## config.mk

```make
export PLATFORM = sky130hd
export DESIGN_NAME = wdt_keyed
export DESIGN_NICKNAME = d
export VERILOG_FILES = /design/src/rtl/wdt_pkg.sv /design/src/rtl/wdt_datapath.sv /design/src/rtl/wdt_control.sv /design/src/rtl/wdt_keyed.sv
export SDC_FILE = /design/constraint.sdc
export NUM_CORES = 1
export LEC_CHECK = 0
export ABC_AREA = 1
export BUFFER_PORTS_ARGS = -buffer_cell sky130_fd_sc_hd__buf_2
export CAP_MARGIN = 20
export CORE_UTILIZATION = 57
export DETAILED_ROUTE_END_ITERATION = 8
export GPL_ROUTABILITY_DRIVEN = 0
export GPL_TIMING_DRIVEN = 0
export HOLD_SLACK_MARGIN = 0.05
export PLACE_DENSITY = 0.85
export SLEW_MARGIN = 25
export SYNTH_ARGS = -nofsm -noshare
export SYNTH_HDL_FRONTEND = slang
export SYNTH_SLANG_ARGS = --single-unit
```

## constraint.sdc

```tcl
create_clock -name clk -period 2 [get_ports clk]
set_input_delay 0.2 -clock clk [delete_from_list [all_inputs] [get_ports clk]]
set_output_delay 0.2 -clock clk [all_outputs]
set_load 0.05 [all_outputs]
```

## src/rtl/wdt_pkg.sv

```systemverilog
package wdt_pkg;
  // Strobes sent from the control unit to the datapath.
  typedef struct packed {
    logic load;    // load the start value into the counter
    logic dec;     // count down by one on this edge
    logic preClr;  // clear the prescaler
    logic preRun;  // advance the prescaler
  } wdtStrobe_t;
endpackage

```

## src/rtl/wdt_datapath.sv

```systemverilog
module wdt_datapath
  import wdt_pkg::*;
#(
  parameter int CNT_W = 8,
  parameter int PRE_W = 17
) (
  input  logic             clk,
  input  logic             rstN,
  input  wdtStrobe_t       strb,
  input  logic [CNT_W-1:0] loadVal,
  output logic [CNT_W-1:0] count,
  output logic             tick
);
  localparam logic [PRE_W-1:0] PRE_LAST = {PRE_W{1'b1}};

  logic [PRE_W-1:0] preQ;

  // Prescaler: advances only while running, and is cleared by an accepted start.
  always_ff @(posedge clk) begin
    if (!rstN)            preQ <= '0;
    else if (strb.preClr) preQ <= '0;
    else if (strb.preRun) preQ <= preQ + 1'b1;
  end

  assign tick = strb.preRun && (preQ == PRE_LAST);

  // Counter: a load takes priority over a decrement; the count stops at zero.
  always_ff @(posedge clk) begin
    if (!rstN)                          count <= '0;
    else if (strb.load)                 count <= loadVal;
    else if (strb.dec && (count != '0)) count <= count - 1'b1;
  end
endmodule

```

## src/rtl/wdt_control.sv

```systemverilog
module wdt_control
  import wdt_pkg::*;
#(
  parameter int              CNT_W    = 8,
  parameter int              KEY_W    = 7,
  parameter logic [KEY_W-1:0] KEY_INIT = '0
) (
  input  logic             clk,
  input  logic             rstN,
  input  logic             wrEn,
  input  logic             wrStart,
  input  logic [KEY_W-1:0] wrKey,
  input  logic [CNT_W-1:0] loadVal,
  input  logic [CNT_W-1:0] count,
  input  logic             tick,
  output wdtStrobe_t       strb,
  output logic             running,
  output logic             nmi,
  output logic             bite,
  output logic [KEY_W-1:0] keyQ
);
  localparam logic [CNT_W-1:0] CNT_ONE = CNT_W'(1);
  localparam logic [CNT_W-1:0] CNT_TWO = CNT_W'(2);

  logic accept, startAcc, stopAcc, tickLive, fire;

  assign accept   = wrEn && !bite && (wrKey == ~keyQ);
  assign startAcc = accept && wrStart;
  assign stopAcc  = accept && !wrStart;
  assign tickLive = tick && !accept && !bite;
  assign fire     = tickLive && (count <= CNT_ONE);

  always_comb begin
    strb.load   = startAcc;
    strb.preClr = startAcc;
    strb.preRun = running;
    strb.dec    = tickLive;
  end

  always_ff @(posedge clk) begin
    if (!rstN) keyQ <= KEY_INIT;
    else if (accept) keyQ <= wrKey;
  end

  always_ff @(posedge clk) begin
    if (!rstN)                running <= 1'b0;
    else if (bite || fire)    running <= 1'b0;
    else if (startAcc)        running <= 1'b1;
    else if (stopAcc)         running <= 1'b0;
  end

  always_ff @(posedge clk) begin
    if (!rstN)         nmi <= 1'b0;
    else if (startAcc) nmi <= (loadVal == CNT_ONE);
    else               nmi <= tickLive && (count == CNT_TWO);
  end

  always_ff @(posedge clk) begin
    if (!rstN) bite <= 1'b0;
    else       bite <= bite || fire;
  end
endmodule

```

## src/rtl/wdt_keyed.sv

```systemverilog
module wdt_keyed
  import wdt_pkg::*;
#(
  parameter int               CNT_W    = 8,
  parameter int               KEY_W    = 7,
  parameter int               PRE_W    = 17,
  parameter logic [KEY_W-1:0] KEY_INIT = '0
) (
  input  logic             clk,
  input  logic             rstN,
  input  logic             wrEn,
  input  logic             wrStart,
  input  logic [CNT_W-1:0] wrCount,
  input  logic [KEY_W-1:0] wrKey,
  output logic             nmiOut,
  output logic             sysResetOut,
  output logic [CNT_W-1:0] countOut,
  output logic             runningOut
);
  wdtStrobe_t       strb;
  logic [CNT_W-1:0] count;
  logic [KEY_W-1:0] keyQ;
  logic             tick;

  wdt_control #(.CNT_W(CNT_W), .KEY_W(KEY_W), .KEY_INIT(KEY_INIT)) ctrl_i (
    .clk(clk), .rstN(rstN), .wrEn(wrEn), .wrStart(wrStart), .wrKey(wrKey),
    .loadVal(wrCount), .count(count), .tick(tick), .strb(strb),
    .running(runningOut), .nmi(nmiOut), .bite(sysResetOut), .keyQ(keyQ)
  );

  wdt_datapath #(.CNT_W(CNT_W), .PRE_W(PRE_W)) dp_i (
    .clk(clk), .rstN(rstN), .strb(strb), .loadVal(wrCount),
    .count(count), .tick(tick)
  );

  assign countOut = count;
endmodule

```

Yosys cells after proc, flatten, opt, wreduce, memory -nomap -nowiden
Cells that the tools add are included.
{ "totals": {"regBits": 35, "inputBits": 19, "output_inout_bits": 11} }
{ "op_classes": {"n_addsub": 2, "magnitude_cmp": 1, "eq_ne": 4, "n_mux": 5, "n_bitwise": 2, "n_reduce_logical": 19} }
{ "ops": {"columns": ["op", "count"], "rows": [
  ["$add 17x1->17 const B", 1],
  ["$eq 17x17->1 const B", 1],
  ["$mux 8", 2],
  ["$logic_and 1x1->1", 10],
  ["$eq 8x1->1 const B", 1],
  ["$eq 8x2->1 const B", 1],
  ["$le 8x1->1 const B", 1],
  ["$reduce_bool 8->1", 1],
  ["$sub 8x1->8 const B", 1],
  ["$eq 7x7->1", 1],
  ["$not 7->7", 1],
  ["$reduce_bool 2->1", 2],
  ["$reduce_or 2->1", 2],
  ["$logic_not 1->1", 3],
  ["$mux 1", 3],
  ["$logic_or 1x1->1", 1],
  ["$not 1->1", 1]
]} }

Longest topological paths before layout
Gate-level depths: netlist of run 1.
{ "depth": {"ltp_word": 9, "ltp_mapped": 12, "depth_no_buf": 12} }

Hierarchy
Synthesis of run 1 repeated with hierarchy kept, for this count alone.
{ "hier_totals": {"cells_unflattened": 304, "hier_area_um2": 1965.6} }
{ "modules_own_cells": {"columns": ["module", "instances", "cells_each", "area_per_inst_um2"], "rows": [
  ["wdt_datapath", 1, 205, 1366.3],
  ["wdt_control", 1, 99, 599.3]
]} }

Least setup slack after synthesis of run 1
Ideal clock, no wire load.
{ "synth_path": {"path_type": "reg-to-reg", "startpoint": "register dp_i.count[0]", "endpoint": "register dp_i.count[2]", "t_arrival_ns": 1.595, "t_required_ns": 1.930, "slack_ns": 0.336, "path_stages_with_launch": 9, "path_buffers": 1, "period_less_slack_ns": 1.664, "path_cell_list": "dfxtp_1 > inv_1 > ha_1 > nand2_1 > nand3_4 > buf_6 > nor2_1 > nor2_1 > a21oi_1"} }
{ "synth_via": {"elab_chain_cells": 3, "elab_cells_between_ends": 6, "classes_between": "add/sub: 1; mux: 2; reduce/logical: 3"} }
{ "synth_lines": {"columns": ["item", "line", "text"], "rows": [
  ["start, declared", "wdt_datapath.sv:11", "output logic [CNT_W-1:0] count,"],
  ["start signal, assigned", "wdt_datapath.sv:30", "else if (strb.load) count <= loadVal;"],
  ["start signal, assigned", "wdt_datapath.sv:31", "else if (strb.dec && (count != '0)) count <= count - 1'b1;"],
  ["$sub 8x1->8 / $reduce_bool 8->1 (equally long branches)", "wdt_datapath.sv:31", null],
  ["$mux 8 / $logic_and 1x1->1 (equally long branches)", "wdt_datapath.sv:31", null],
  ["$mux 8 / $reduce_bool 2->1 (equally long branches)", null, null]
]} }
Parallel ways exist; a longest one is shown, timed or not. The select of a mux whose other input is x is not followed.
A chain may end at the register's enable or synchronous reset.

Final worst setup path of run 1
{ "layout_path": {"startpoint": "register dp_i.preQ[7]", "endpoint": "register dp_i.count[5]"} }
{ "layout_via": {"elab_chain_cells": 6} }
{ "layout_lines": {"columns": ["item", "line", "text"], "rows": [
  ["start, declared", "wdt_datapath.sv:16", "logic [PRE_W-1:0] preQ;"],
  ["start signal, assigned", "wdt_datapath.sv:22", "else if (strb.preRun) preQ <= preQ + 1'b1;"],
  ["$eq 17x17->1", "wdt_datapath.sv:25", "assign tick = strb.preRun && (preQ == PRE_LAST);"],
  ["$logic_and 1x1->1", "wdt_datapath.sv:25", null],
  ["$logic_and 1x1->1 (2 in a row)", "wdt_control.sv:30", "assign tickLive = tick && !accept && !bite;"],
  ["$logic_and 1x1->1", "wdt_datapath.sv:31", null],
  ["$reduce_bool 2->1 (no source line)", null, null]
]} }
Every way passes these cells.

==> flow_summary.yaml, run 1 <==
finish:
  n_fill_cell: 301
  nets: 357
  area_growth_syn_to_layout_pct: 13.24
  final_cells: 379
  n_antenna_cell: 0
  final_util: 0.6822
  layout_common_cells: "nand2_1, nor2_1, inv_1, dfxtp_1, buf_2"
  final_common_cell: "nand2_1"
  drive_above_1_share: 0.2162
global_routing:
  grt_pass1_wl_microns: 6906
  antenna_found_initial: 0
  grt_overflow: 0
  grt_usage: 0.2431
  grt_max_degree: 12
  grt_pass1_vias: 1639
route:
  drt-total-wl_microns: 4068
  drc: 0
  vias_per_cell: 5.018
  ant_nets: 0
  via_count: 1902
  wire_per_inst_microns: 10.73
  firstDrtPassIters: 4
  drtIter0Drc: 96
yosys:
  synthDistinctLibCells: 32
  synth_cells: 296
  dominantRegCellSynth: "dfxtp_1"
  synth_compound_area_frac: 0.09620
  synth_xor_area_frac: 0.05576
  async_reset_ff_frac: 0
  synthMuxAreaShare: 0
  syn-num-nets: 321
  ys_seq_elements: 35
  synth_edf_count: 0
  synth_area_sq_mm: 0.002042
  synth_adder_area_share: 0.03676
  yosysWarnings: 0
  synth_seq_area_share: 0.3431
  synth.avg_cell_area_sq_um: 6.899
  synth-simple-area-share: 0.3756
  synth_top_family_by_area: "simple AND/OR/NAND/NOR gates"
sta:
  maxSlewViolCount: 0
  fin_skew_ns: 0.006926
  slew_headroom: 0.7365
  worstMarginPinSlew_ns: 0.3923
  hold_viol_final: 0
  period_minus_slack_ns: 1.843
  timing.fmax_mhz: 542.6
  fin_crit_sh: 0.9215
  final-setup-viol-count: 0
die:
  die_area_sq_mm: 0.003826
  core_area_sq_mm: 0.003390
  start_util: 0.6024
  die_h_microns: 61.86
  rows: 21
  ioPinCount: 30
  die_w_microns: 61.86
setup_path:
  crit_required_ns: 2.27
  critPathBufInv: 2
  reg2reg_depth: 12
  path_class: "reg -> reg"
  critPathTopFamily: "simple AND/OR/NAND/NOR gates"
  cp_data_arrival_time_ns: 2.11
  critPathMaxStageDelay_ns: 0.38
  start_kind: "flop"
  cp_cell_sequence: "nand2_1, inv_1, nand3_1, nor4_2, ha_1, nand2_1, nor2_4, nand3_4, buf_6, nor2_1, nor2_1, a21oi_1"
  reg2reg_setup_slack_ns: 0.16
  cp_slowest_cell: "dfxtp_1"
  r2r-end: "dp_i.count[5]"
  rr_startpoint: "dp_i.preQ[7]"
  crit_fanout: 10
  end_kind: "flop"
cts:
  clkLatencyLatePin_ns: 0.34
  cts_num_sinks: 35
  cts_tree: "built"
  cts_root_buffer: "clkbuf_4"
  postCtsHoldBufs: 0
  clk_pin_slew_ns: 0.11
  clockBufferDepth: 2
  cts_buffers: 5
  h-tree-depth: 2
min_path:
  hp-start: "wrKey[3]"
  hold_end: "ctrl_i.keyQ[3]"
  min_path_type: "in -> reg"
  hold_path_depth: 3
pwr:
  powerDensity_mw_per_mm2: 499.8
  vdd_drop_max_mv: 0.3250
  p_leak_nw: 1.081
placed_design:
  port_buffers: 29
  dp.cells: 371
  dp_hpwl_microns: 3108
flow_run:
  maxCapViolCount: 0
run_status:
  outcome: "finished clean"
[power breakdown]
part	switching, W	internal, W
clock	0.000244	0.000136
sequential	0.000000866	0.000698
combinational	0.0000483	0.0000296
[per-stage QoR]
step	total power (W)	cell area, sq um	setup TNS, ns	hold WS [ns]	setup WS [ns]
after global placement	0.0007904	2245	0	0.4444	0.1008
after detailed placement	0.0007922	2245	0	0.4579	0.06038
after floorplan	0.0007591	2042	0	0.3646	0.3356
after global routing	0.001206	2312	-0.03427	0.1689	-0.01724
after CTS	0.001165	2298	0	0.1538	0.01100
final	0.001156	2312	0	0.1563	0.1569
[layer usage]
layer | routed length [microns] | share of wire | track usage
met5 | 0 | 0 | 0
met4 | 34 | 0.0084 | 0.06349
met3 | 156 | 0.038 | 0.06418
met2 | 1929 | 0.47 | 0.4101
met1 | 1947 | 0.48 | 0.3083
[worst max-delay path by stage]
stage | startpoint | end | slack, ns | cells after the start
2_1_floorplan | dp_i.count[0] | dp_i.count[2] | 0.34 | 8
3_3_place_gp | dp_i.preQ[6] | dp_i.count[2] | 0.10 | 12
3_5_place_dp | dp_i.preQ[6] | dp_i.count[5] | 0.06 | 12
4_1_cts | dp_i.preQ[6] | dp_i.count[5] | 0.01 | 12
5_1_grt | dp_i.preQ[3] | dp_i.count[5] | -0.02 | 12
6_report | dp_i.preQ[7] | dp_i.count[5] | 0.16 | 12
[worst register-to-register path, cell delays in order, from the launching register on]
cell and delay, ns:
dfxtp_1 0.38, nand2_1 0.12, inv_1 0.10, nand3_1 0.10
nor4_2 0.15, ha_1 0.19, nand2_1 0.09, nor2_4 0.14
nand3_4 0.10, buf_6 0.15, nor2_1 0.10, nor2_1 0.04
a21oi_1 0.12
[Yosys cell counts (3+ instances only)]
| master | instances | share of area |
|---|---|---|
| nand2_1 | 62 | 0.11 |
| nor2_1 | 53 | 0.097 |
| dfxtp_1 | 35 | 0.34 |
| inv_1 | 33 | 0.061 |
| a21oi_1 | 19 | 0.047 |
| nand3_1 | 15 | 0.037 |
| o21ai_0 | 12 | 0.029 |
| nor2_2 | 8 | 0.025 |
| xor2_1 | 7 | 0.030 |
| ha_1 | 6 | 0.037 |
| xnor2_1 | 6 | 0.026 |
| inv_2 | 4 | 0.0074 |
| buf_6 | 3 | 0.017 |
| nand4_1 | 3 | 0.0092 |
| nor3_1 | 3 | 0.0074 |
| nor3_2 | 3 | 0.015 |
| o21ai_2 | 3 | 0.013 |
| or2_2 | 3 | 0.0092 |
[registers in the layout, indices dropped and copies added (netlist names)]
name	count
ctrl_i.running	1
ctrl_i.keyQ	7
ctrl_i.bite	1
ctrl_i.nmi	1
dp_i.preQ	17
dp_i.count	8
[cell families after synthesis]
logic type      Yosys count
flops                    35
buf+inv                  43
fa+ha+maj                 6
compound gates           36
xor+xnor                 13
simple gates            163
[cell type report]
type / count / area, sq um / share of cell area
multi-input combinational: 218 / 1164 / 0.5032
sequential: 35 / 703.2 / 0.3041
timing repair buffer: 29 / 145.1 / 0.06277
inverter: 37 / 138.9 / 0.06006
tap: 46 / 57.56 / 0.02489
buffer: 6 / 50.05 / 0.02164
clock buffer: 6 / 41.29 / 0.01786
clock inverter: 2 / 12.51 / 0.005411
[timing repair]
item | in CTS | in global routing
setup endpoints to repair | 0 | 9
resized for setup | 0 | 4
buffers inserted | 0 | 0
(Power assumes the default switching activity.)
==> inputs of run 2 (changes only) <==
RECOVER_POWER = 100   (was unset)
==> flow_summary.yaml, run 2 (synthesis gave the netlist of run 1 again) <==
sta:
  finalSetupTns_ns: 0
  maxSlewViolCount: 0
  fin_crit_sh: 0.9201
  whs_ns: 0.1575
  fin_skew_ns: 0.005584
  fin_ws_ns: 0.1597
  hold_viol_final: 0
  period_minus_slack_ns: 1.840
  slew_headroom: 0.5989
  timing.fmax_mhz: 543.4
  final-setup-viol-count: 0
  worstMarginPinSlew_ns: 0.6042
cts:
  h-tree-depth: 2
  post_cts_buffers: 0
  cts_tree: "built"
  clockBufferDepth: 2
  postCtsHoldBufs: 0
  cts_root_buffer: "clkbuf_4"
  clkLatencyLatePin_ns: 0.34
  clk_pin_slew_ns: 0.11
  cts_num_sinks: 35
  cts_buffers: 5
global_routing:
  grt_usage: 0.2431
  grt_pass1_wl_microns: 6906
  antenna_found_initial: 0
  grt_overflow: 0
  grt_max_degree: 12
  grt_pass1_vias: 1639
setup_path:
  crit_fanout: 10
  cp_cell_sequence: "nand2_1, inv_1, nand3_1, nor4_2, ha_1, nand2_1, nor2_4, nand3_4, buf_6, nor2_1, nor2_1, a21oi_1"
  crit_required_ns: 2.27
  cp_slowest_cell: "dfxtp_1"
  critPathMaxStageDelay_ns: 0.38
  path_class: "reg -> reg"
  cp_data_arrival_time_ns: 2.11
  end_kind: "flop"
  start_kind: "flop"
flow_run:
  maxCapViolCount: 0
route:
  drtIter0Drc: 87
  via_count: 1899
  vias_per_cell: 5.011
  drc: 0
  firstDrtPassIters: 4
  wire_per_inst_microns: 10.77
  ant_nets: 0
  drt-total-wl_microns: 4081
placed_design:
  post_dp_cell_area_sq_mm: 0.002245
  dp_hpwl_microns: 3108
  port_buffers: 29
  post-place-ws_ns: 0.06038
finish:
  final_common_cell: "nand2_1"
  n_antenna_cell: 0
  final_area_sq_mm: 0.002282
  area_growth_syn_to_layout_pct: 11.76
  reg_top3: "dp_i.preQ (17), dp_i.count (8), ctrl_i.keyQ (7)"
  drive_above_1_share: 0.1712
  largest_reg_flops: 17
  nets: 357
  final_util: 0.6733
  top_register: "dp_i.preQ"
  layout_common_cells: "nand2_1, nor2_1, inv_1, dfxtp_1, a21oi_1"
  n_fill_cell: 312
pwr:
  p_leak_nw: 1.031
  vdd_drop_max_mv: 0.3248
  powerDensity_mw_per_mm2: 504.5
min_path:
  min_path_type: "in -> reg"
die:
  ioPinCount: 30
  die_h_microns: 61.86
  core_area_sq_mm: 0.003390
  rows: 21
  die_w_microns: 61.86
  start_util: 0.6024
  die_area_sq_mm: 0.003826
run_status:
  outcome: "finished clean"
run 2: cell type report:
class                      instances  area, sq um  share of cell area
sequential                        35        703.2              0.3081
timing repair buffer              29        131.4             0.05757
multi-input combinational        218         1151              0.5044
clock buffer                       6        41.29             0.01809
clock inverter                     2        12.51            0.005482
inverter                          37        138.9             0.06086
buffer                             6        46.29             0.02029
tap                               46        57.56             0.02522
run 2: worst paths after layout:
kind         cells past startpoint  slack (ns)            from        endpoint
max                             12        0.16    dp_i.preQ[7]   dp_i.count[5]
min                              3        0.16        wrKey[5]  ctrl_i.keyQ[5]
max reg2reg                     12        0.16    dp_i.preQ[7]   dp_i.count[5]
min reg2reg                      2        0.47  ctrl_i.keyQ[4]  ctrl_i.keyQ[4]
run 2: worst max-delay path, delay by kind of cell, from the launching register on:
| family | cells | cell delay (ns) |
|---|---|---|
| AOI/OAI and AO/OA | 1 | 0.12 |
| adders and majority gates | 1 | 0.19 |
| buffers and inverters | 2 | 0.25 |
| DFF | 1 | 0.38 |
| and+or+nand+nor | 8 | 0.84 |
run 2: per-layer routing:
metal | routed length (microns) | share of wire | GRT usage | vias to the layer above
li1 | - | - | - | 1002
met2 | 1909 | 0.47 | 0.4101 | 35
met5 | 0 | 0 | 0 | -
met1 | 1988 | 0.49 | 0.3083 | 858
met3 | 149 | 0.037 | 0.06418 | 4
met4 | 34 | 0.0083 | 0.06349 | 0
run 2: what timing repair did:
item                                   4_1_cts  5_1_grt
setup endpoints to repair                    0        9
endpoints found under the hold margin        0        0
gates resized for setup                      0        4
run 2: metrics by stage:
stage,instances,total power (W)
6_report,379,0.001151
5_1_grt,379,0.001204
4_1_cts,379,0.001165
3_5_place_dp,371,0.0007922
3_3_place_gp,371,0.0007904
2_1_floorplan,296,0.0007591
run 2: report_power, final:
part | total, W | switching (W) | internal, W
Clock | 0.000378 | 0.000242 | 0.000136
Combinational | 0.0000752 | 0.0000470 | 0.0000282
Sequential | 0.000698 | 0.000000872 | 0.000698
